===== config.mk =====
export PLATFORM = sky130hd
export DESIGN_NAME = flit_phit_link
export DESIGN_NICKNAME = d
export VERILOG_FILES = /design/src/rtl/fpl_pkg.sv /design/src/rtl/fpl_serializer.sv /design/src/rtl/fpl_deserializer.sv /design/src/rtl/fpl_frame_check.sv /design/src/rtl/flit_phit_link.sv
export SDC_FILE = /design/constraint.sdc
export NUM_CORES = 1
export LEC_CHECK = 0
export BUFFER_PORTS_ARGS = -buffer_cell sky130_fd_sc_hd__buf_2
export CAP_MARGIN = 20
export CELL_PAD_IN_SITES_DETAIL_PLACEMENT = 0
export CELL_PAD_IN_SITES_GLOBAL_PLACEMENT = 1
export CORE_UTILIZATION = 25
export CTS_CLUSTER_SIZE = 16
export DETAILED_ROUTE_END_ITERATION = 16
export PLACE_DENSITY_LB_ADDON = 0.1
export SYNTH_ARGS = -nofsm -noshare
export SYNTH_HDL_FRONTEND = slang
export SYNTH_HIERARCHICAL = 1
export SYNTH_SLANG_ARGS = --single-unit

===== constraint.sdc =====
create_clock -name clk -period 5.1 [get_ports clk]
set_clock_uncertainty 0.2 [all_clocks]
set_input_delay 0.51 -clock clk [delete_from_list [all_inputs] [get_ports clk]]
set_output_delay 0.51 -clock clk [all_outputs]
set_load 0.1 [all_outputs]

===== src/rtl/fpl_pkg.sv =====
package fpl_pkg;
    // Bit offsets inside the control field of a flit.
    localparam int CTL_START = 0;
    localparam int CTL_WRITE = 1;
    localparam int CTL_LONG  = 2;
    localparam int CTL_LAST  = 3;
endpackage


===== src/rtl/fpl_serializer.sv =====
module fpl_serializer #(
    parameter int PHIT_W = 14,
    parameter int PHITS  = 5
) (
    input  logic                      clk,
    input  logic                      rst_n,
    input  logic                      in_valid,
    output logic                      in_ready,
    input  logic [PHIT_W*PHITS-1:0]   in_flit,
    output logic [PHIT_W-1:0]         phit,
    output logic                      phit_valid,
    output logic                      phit_first
);
    localparam int FLIT_W = PHIT_W * PHITS;
    localparam int CW     = $clog2(PHITS);
    localparam logic [CW-1:0] LAST_SLOT = CW'(PHITS - 1);

    typedef struct packed {
        logic              busy;
        logic [CW-1:0]     cnt;
        logic [FLIT_W-1:0] sh;
    } ser_t;

    ser_t st_d, st_q;

    assign in_ready   = !st_q.busy || (st_q.cnt == LAST_SLOT);
    assign phit       = st_q.sh[PHIT_W-1:0];
    assign phit_valid = st_q.busy;
    assign phit_first = st_q.busy && (st_q.cnt == '0);

    always_comb begin
        st_d = st_q;
        if (in_valid && in_ready) begin
            st_d.busy = 1'b1;
            st_d.cnt  = '0;
            st_d.sh   = in_flit;
        end else if (st_q.busy) begin
            st_d.sh = st_q.sh >> PHIT_W;
            if (st_q.cnt == LAST_SLOT) begin
                st_d.busy = 1'b0;
                st_d.cnt  = '0;
            end else begin
                st_d.cnt = st_q.cnt + 1'b1;
            end
        end
    end

    always_ff @(posedge clk or negedge rst_n) begin
        if (!rst_n) st_q <= '0;
        else        st_q <= st_d;
    end

    p_accept_starts_r2: assert property (@(posedge clk) disable iff (!rst_n)
        (in_valid && in_ready) |=> (phit_valid && phit_first));
    p_first_holds_off_r4: assert property (@(posedge clk) disable iff (!rst_n)
        phit_first |-> !in_ready);
    p_stream_unbroken_r3: assert property (@(posedge clk) disable iff (!rst_n)
        (phit_valid && !in_ready) |=> (phit_valid && !phit_first));
endmodule


===== src/rtl/fpl_deserializer.sv =====
module fpl_deserializer #(
    parameter int PHIT_W = 14,
    parameter int PHITS  = 5
) (
    input  logic                      clk,
    input  logic                      rst_n,
    input  logic [PHIT_W-1:0]         phit,
    input  logic                      phit_valid,
    input  logic                      phit_first,
    output logic                      out_valid,
    output logic [PHIT_W*PHITS-1:0]   out_flit
);
    localparam int FLIT_W = PHIT_W * PHITS;
    localparam int CW     = $clog2(PHITS);
    localparam logic [CW-1:0] LAST_SLOT = CW'(PHITS - 1);

    typedef struct packed {
        logic [CW-1:0]     idx;
        logic [FLIT_W-1:0] sh;
        logic              ov;
        logic [FLIT_W-1:0] of;
    } des_t;

    des_t st_d, st_q;
    logic [FLIT_W-1:0] shifted;

    assign shifted   = {phit, st_q.sh[FLIT_W-1:PHIT_W]};
    assign out_valid = st_q.ov;
    assign out_flit  = st_q.of;

    always_comb begin
        st_d    = st_q;
        st_d.ov = 1'b0;
        if (phit_valid) begin
            if (phit_first) begin
                st_d.sh  = shifted;
                st_d.idx = CW'(1);
            end else if (st_q.idx != '0) begin
                st_d.sh = shifted;
                if (st_q.idx == LAST_SLOT) begin
                    st_d.idx = '0;
                    st_d.ov  = 1'b1;
                    st_d.of  = shifted;
                end else begin
                    st_d.idx = st_q.idx + 1'b1;
                end
            end
        end
    end

    always_ff @(posedge clk or negedge rst_n) begin
        if (!rst_n) st_q <= '0;
        else        st_q <= st_d;
    end

    p_flit_follows_phit_r5: assert property (@(posedge clk) disable iff (!rst_n)
        out_valid |-> $past(phit_valid));
    p_stray_dropped_r6: assert property (@(posedge clk) disable iff (!rst_n)
        (phit_valid && !phit_first && st_q.idx == '0) |=> !out_valid);
    p_single_pulse_r5: assert property (@(posedge clk) disable iff (!rst_n)
        out_valid |=> !out_valid);
endmodule


===== src/rtl/fpl_frame_check.sv =====
module fpl_frame_check #(
    parameter int LONG_LEN = 8
) (
    input  logic clk,
    input  logic rst_n,
    input  logic flit_valid,
    input  logic is_start,
    input  logic is_long,
    input  logic is_last,
    output logic frame_err
);
    localparam int LW = $clog2(LONG_LEN);

    typedef struct packed {
        logic          in_pkt;
        logic [LW-1:0] owed;
    } frm_t;

    frm_t st_d, st_q;
    logic [LW-1:0] rem;
    logic          active;

    always_comb begin
        st_d      = st_q;
        frame_err = 1'b0;
        rem       = '0;
        active    = 1'b0;
        if (flit_valid) begin
            if (is_start) begin
                rem       = is_long ? LW'(LONG_LEN - 1) : '0;
                active    = 1'b1;
                frame_err = st_q.in_pkt || (is_last != (rem == '0));
            end else if (st_q.in_pkt) begin
                rem       = st_q.owed - 1'b1;
                active    = 1'b1;
                frame_err = (is_last != (rem == '0));
            end else begin
                frame_err = 1'b1;
            end
        end
        if (active) begin
            st_d.in_pkt = !is_last && (rem != '0);
            st_d.owed   = rem;
        end
    end

    always_ff @(posedge clk or negedge rst_n) begin
        if (!rst_n) st_q <= '0;
        else        st_q <= st_d;
    end

    p_last_closes_r7: assert property (@(posedge clk) disable iff (!rst_n)
        (flit_valid && is_last) |=> !st_q.in_pkt);
    p_short_closes_r7: assert property (@(posedge clk) disable iff (!rst_n)
        (flit_valid && is_start && !is_long) |=> !st_q.in_pkt);
    p_open_pkt_owes_r8: assert property (@(posedge clk) disable iff (!rst_n)
        st_q.in_pkt |-> (st_q.owed != '0));
endmodule


===== src/rtl/flit_phit_link.sv =====
module flit_phit_link #(
    parameter int PHIT_W   = 14,
    parameter int PHITS    = 5,
    parameter int DATA_W   = 64,
    parameter int CTRL_W   = 6,
    parameter int LONG_LEN = 8
) (
    input  logic                     clk,
    input  logic                     rst_n,
    input  logic                     tx_flit_valid,
    output logic                     tx_flit_ready,
    input  logic [DATA_W+CTRL_W-1:0] tx_flit,
    output logic [PHIT_W-1:0]        tx_phit,
    output logic                     tx_phit_valid,
    output logic                     tx_phit_first,
    input  logic [PHIT_W-1:0]        rx_phit,
    input  logic                     rx_phit_valid,
    input  logic                     rx_phit_first,
    output logic                     rx_flit_valid,
    output logic [DATA_W+CTRL_W-1:0] rx_flit,
    output logic                     rx_frame_err
);
    import fpl_pkg::*;

    localparam int FLIT_W = DATA_W + CTRL_W;

    logic [CTRL_W-1:0] rx_ctl;
    assign rx_ctl = rx_flit[FLIT_W-1:DATA_W];

    fpl_serializer #(.PHIT_W(PHIT_W), .PHITS(PHITS)) u_ser (
        .clk        (clk),
        .rst_n      (rst_n),
        .in_valid   (tx_flit_valid),
        .in_ready   (tx_flit_ready),
        .in_flit    (tx_flit),
        .phit       (tx_phit),
        .phit_valid (tx_phit_valid),
        .phit_first (tx_phit_first)
    );

    fpl_deserializer #(.PHIT_W(PHIT_W), .PHITS(PHITS)) u_des (
        .clk        (clk),
        .rst_n      (rst_n),
        .phit       (rx_phit),
        .phit_valid (rx_phit_valid),
        .phit_first (rx_phit_first),
        .out_valid  (rx_flit_valid),
        .out_flit   (rx_flit)
    );

    fpl_frame_check #(.LONG_LEN(LONG_LEN)) u_frm (
        .clk        (clk),
        .rst_n      (rst_n),
        .flit_valid (rx_flit_valid),
        .is_start   (rx_ctl[CTL_START]),
        .is_long    (rx_ctl[CTL_LONG]),
        .is_last    (rx_ctl[CTL_LAST]),
        .frame_err  (rx_frame_err)
    );

    p_err_with_flit_r8: assert property (@(posedge clk) disable iff (!rst_n)
        rx_frame_err |-> rx_flit_valid);
endmodule


## Yosys cells after proc, flatten, opt, wreduce, memory -nomap -nowiden

Index checks and enable logic that the tools add are counted.

- Word-level logic and storage cells: 53
- Input port bits: 89
- Register bits after elaboration: 222
- Output and inout bits: 89

- Bitwise gates (word level): 1
- Reductions and logical operators: 16
- $add $sub $neg: 3
- Muxes and demuxes: 20
- Equal/unequal tests: 4

Operator list:

| operator | number |
|---|---|
| 2-to-1 mux 71 bit | 3 |
| 2-to-1 mux 74 bit | 2 |
| 2-to-1 mux 144 bit | 1 |
| 2-to-1 mux 73 bit | 1 |
| 2-to-1 mux 3 bit | 6 |
| logical NOT 3 bit | 3 |
| 2-to-1 mux 1 bit | 7 |
| adder 3 x 1 -> 3 bit, second input constant | 2 |
| == test 3 bit, second input constant | 2 |
| nonzero test 3 bit | 2 |
| AND reduction 4 bit | 1 |
| nonzero test 2 bit | 2 |
| logical AND 1 bit | 3 |
| subtractor 3 x 1 -> 3 bit, second input constant | 1 |
| logical NOT 1 bit | 2 |
| logical OR 1 bit | 2 |
| != test 1 bit | 2 |
| AND reduction 2 bit | 1 |
| inverter 1 bit | 1 |

## Longest topological paths before layout

- Depth in word-level cells: 6
- Gate-level depth with buffers: 7
- Gate-level depth less buffers: 5

## Modules after synthesis

The synthesis kept the hierarchy.

Modules (own cells, without submodules):

| module | seq. area each (µm²) | cells an instance | area an instance (µm²) | instances |
|---|---|---|---|---|
| fpl_deserializer | 3253.1 | 359 | 5481.5 | 1 |
| fpl_serializer | 1851.8 | 253 | 3248.1 | 1 |
| fpl_frame_check | 100.1 | 36 | 325.3 | 1 |

## Worst setup path after synthesis

OpenSTA, ideal clock, no wires.

- Path type: register -> output
- Start point: register u_ser.st_q, in the netlist u_ser/phit_valid
- End point: output tx_phit_first
- Cell stages (with the launch flop): 3
- Arrival time: 3323 ps
- Required time: 4390 ps
- Path buffers: 0
- Slack: 1067 ps
- Cell sequence: dfrtp_1 inv_1 nor3b_1

- Word-level cells in the longest chain between the ends: 1

RTL lines:

| what | RTL line | text |
|---|---|---|
| start, declared | fpl_serializer.sv:24 | `ser_t st_d, st_q;` |
| start signal, assigned | fpl_serializer.sv:50 | `else st_q <= st_d;` |
| logical AND 1 bit | fpl_serializer.sv:29 | `assign phit_first = st_q.busy && (st_q.cnt == '0);` |
| end, declared | flit_phit_link.sv:15 | `output logic tx_phit_first,` |

No other way between the ends.

## Worst setup path in the final report

- Start point: register u_frm/st_q[0] in the netlist's numbering
- End point: output rx_frame_err

- Word-level cells in the longest chain between the ends: 6

RTL lines:

| what | RTL line | text |
|---|---|---|
| start, declared | fpl_frame_check.sv:19 | `frm_t st_d, st_q;` |
| start signal, assigned | fpl_frame_check.sv:49 | `else st_q <= st_d;` |
| subtractor 3 x 1 -> 3 bit | fpl_frame_check.sv:34 | `rem = st_q.owed - 1'b1;` |
| logical NOT 3 bit | fpl_frame_check.sv:36 | `frame_err = (is_last != (rem == '0));` |
| != test 1 bit | fpl_frame_check.sv:36 |  |
| 2-to-1 mux 1 bit | fpl_frame_check.sv:33 | `end else if (st_q.in_pkt) begin` |
| 2-to-1 mux 1 bit | fpl_frame_check.sv:29 | `if (is_start) begin` |
| 2-to-1 mux 1 bit | fpl_frame_check.sv:28 | `if (flit_valid) begin` |
| end, declared | flit_phit_link.sv:21 | `output logic rx_frame_err` |

No other way between the ends.

==> results.json <==
{
  "portBuffers": 177,
  "path_buf_inv": 2,
  "drive_above_1_share_pct": 34.7,
  "r2r_start": "u_des/st_q[141]",
  "final_cells": 1283,
  "dp_cells": 1172,
  "path_cells": "inv_1 > ha_1 > xnor2_1 > a211oi_1 > nor3_2 > buf_2",
  "synth_top_cells_by_count": "208 x dfrtp_1, 84 x buf_4, 69 x mux2_1",
  "slowest_stage": "buf_2",
  "cts_hold_buf": 62,
  "synth_top_area_cell": "dfrtp_1",
  "track_usage_pct": 11.8,
  "drc": 0,
  "grt_pass1_vias": 5823,
  "p_leak_nw": 5.52,
  "layout.nets": 898,
  "status": "complete, no violations",
  "ys_types": 42,
  "hold_viol_final": 0,
  "cts-buffers-inserted": 27,
  "dp_hpwl_mm": 14.3,
  "setup_viol": 0,
  "regArea_um2": 5200,
  "hold_depth": 2,
  "area_growth_syn_to_layout_pct": 22.8,
  "initial_core_util_pct": 25.5,
  "final_antenna_net_count": 0,
  "coreArea_um2": 35600,
  "die_x_um": 192,
  "power_density_nw_per_um2": 604,
  "clk_latency_ns": 0.52,
  "yosysWarningCount": 6,
  "totalWireLength_mm": 21.7,
  "rsz0062_at_grt": "no",
  "synthFlopType": "dfrtp_1",
  "synthTopCellsByArea": "dfrtp_1 57%, mux2_1 8.6%, mux2_2 7.1%",
  "via_count": 5522,
  "finalCriticalPeriod_ns": 2.97,
  "ir_drop_v": 0.000408,
  "synth_top_area_share_pct": 57.5,
  "period_share_pct": 58.2,
  "clock_path_buffers": 3,
  "end_kind": "primary output",
  "syn_nets": 744,
  "wl_per_cell_um": 17.0,
  "fillers": 3612,
  "rows": 69,
  "clock-sinks": 208,
  "cp-start-kind": "flop",
  "ys_seq_area_share_pct": 57.5,
  "hold-path-endpoint": "u_des/out_flit[61]",
  "slowest_delay_ns": 0.44,
  "root_buffer": "clkbuf_16",
  "chipHeight_um": 192,
  "cts.reportedPaths.clkPinSlew_ns": 0.05,
  "gp_congestion": 0.747,
  "hold_path.class": "in2reg",
  "vias_per_cell": 4.30,
  "synth-seq-cells": 208,
  "synthesis.area_um2": 9050,
  "grt_max_degree": 138,
  "synth_most_common_cell": "dfrtp_1",
  "relSlewSlack_pct": 27.9,
  "cp.arrival_ns": 2.26,
  "grt.overflow.total": 0,
  "dieArea_um2": 37000,
  "cp_max_fo": 5,
  "async_flop_share_pct": 100,
  "drt_iter0_drc": 194,
  "multiInputGateArea_um2": 2920,
  "syn_area_per_cell_um2": 14.0,
  "cts_tree": "done",
  "path_delay_family": "buffers and inverters",
  "pin_count": 178,
  "grt_pass1_wl_mm": 34.3,
  "worstSetupPathType": "reg2out",
  "cap_violations": 0,
  "cts_resized": 0,
  "antenna_found_initial": 5,
  "cts_max_level": 1,
  "reg2reg_depth": 6,
  "tightest_slew_ns": 1.08,
  "drtPass1Iterations": 4,
  "worstPathRequired_ns": 4.39,
  "cts_setup_buffers": 0,
  "max_freq_ghz": 0.337,
  "utilization_pct": 31.3,
  "synthCells": 648,
  "drv_slew": 0,
  "r2r_setup_slack_ns": 2.40,
  "tns_ns": 0,
  "holdCritStartpoint": "rx_phit[5]",
  "synth_edf_count": 0,
  "timing.rr.end": "u_des/shifted[48]"
}
## flip-flops by register name, indices dropped and copies added (netlist names)
register,count
u_des/shifted,56
u_des/st_q,3
u_ser/phit,14
u_ser/phit_valid,1
u_frm/st_q,4
u_des/out_valid,1
u_ser/st_q,59
u_des/out_flit,70
## worst register-to-register path, cell delays in order, from the launching register on
cell	delay, ns
dfrtp_1	0.40
inv_1	0.10
ha_1	0.28
nand2b_2	0.14
o21ai_4	0.44
buf_4	0.59
mux2_2	0.43
## where the power goes
group	switching, mW	internal [mW]
Sequential	0.364	2.18
Clock	0.689	1.05
Combinational	1.74	0.677
Total	2.80	3.92
## layout by cell type, fill, tap and decap left out, types with 7 or more instances in the layout
| master | Yosys | final |
|---|---|---|
| buf_2 | 9 | 176 |
| clkbuf_16 | 0 | 27 |
| clkbuf_1 | 7 | 10 |
| mux2_2 | 57 | 57 |
| mux2_1 | 69 | 69 |
| ha_1 | 7 | 7 |
| inv_1 | 10 | 10 |
| a221o_1 | 56 | 56 |
| dlygate4sd3_1 | 0 | 62 |
| a22o_1 | 16 | 16 |
| and2_1 | 56 | 56 |
| dfrtp_1 | 208 | 208 |
## final cells by class
| type | count | area share (%) |
|---|---|---|
| clock buffer | 43 | 7.15 |
| sequential | 208 | 46.8 |
| tap | 461 | 5.19 |
| timing repair buffer | 245 | 14.0 |
| multi-input combinational | 310 | 26.3 |
| clock inverter | 2 | 0.124 |
| inverter | 10 | 0.337 |
| antenna | 4 | 0.0900 |
## metal layers
metal / global-route usage (%) / share of wire (%) / vias up / wire length, µm
met4: 3.39 / 2.3 / 2 / 507
li1: - / - / 2556 / -
met3: 3.11 / 6.5 / 35 / 1410
met2: 19.4 / 48 / 138 / 10400
met1: 15.1 / 43 / 2791 / 9450
met5: 0 / 0.060 / - / 13
## per-stage QoR
stage	worst slack [ns]	total power, mW	hold slack [ns]	area (µm²)
2_1_floorplan	1.07	4.70	0.0144	9050
3_3_place_gp	2.45	4.95	0.268	9680
3_5_place_dp	2.33	5.01	0.270	9680
4_1_cts	2.09	6.85	0.000924	11100
5_1_grt	2.00	7.08	0.0163	11100
6_report	2.13	6.71	0.0308	11100
## worst max-delay path by stage
stage,startpoint,end,cells after the start
finish,u_frm/st_q[0],rx_frame_err,6
global route,u_frm/st_q[0],rx_frame_err,6
CTS,u_frm/st_q[0],rx_frame_err,6
detailed placement,u_des/st_q[141],u_des/shifted[3],6
global placement,u_des/st_q[141],u_des/shifted[53],6
floorplan,u_ser/phit_valid,tx_phit_first,2
## cell families after synthesis
group           after synthesis  share of synthesized area [%]
compound gates               91                           9.23
xor+xnor                      2                          0.193
fa+ha+maj                     7                          0.967
buf+inv                     130                           10.6
flops                       208                           57.5
mux                         126                           15.7
simple gates                 84                           5.87
(Power assumes the default switching activity.)
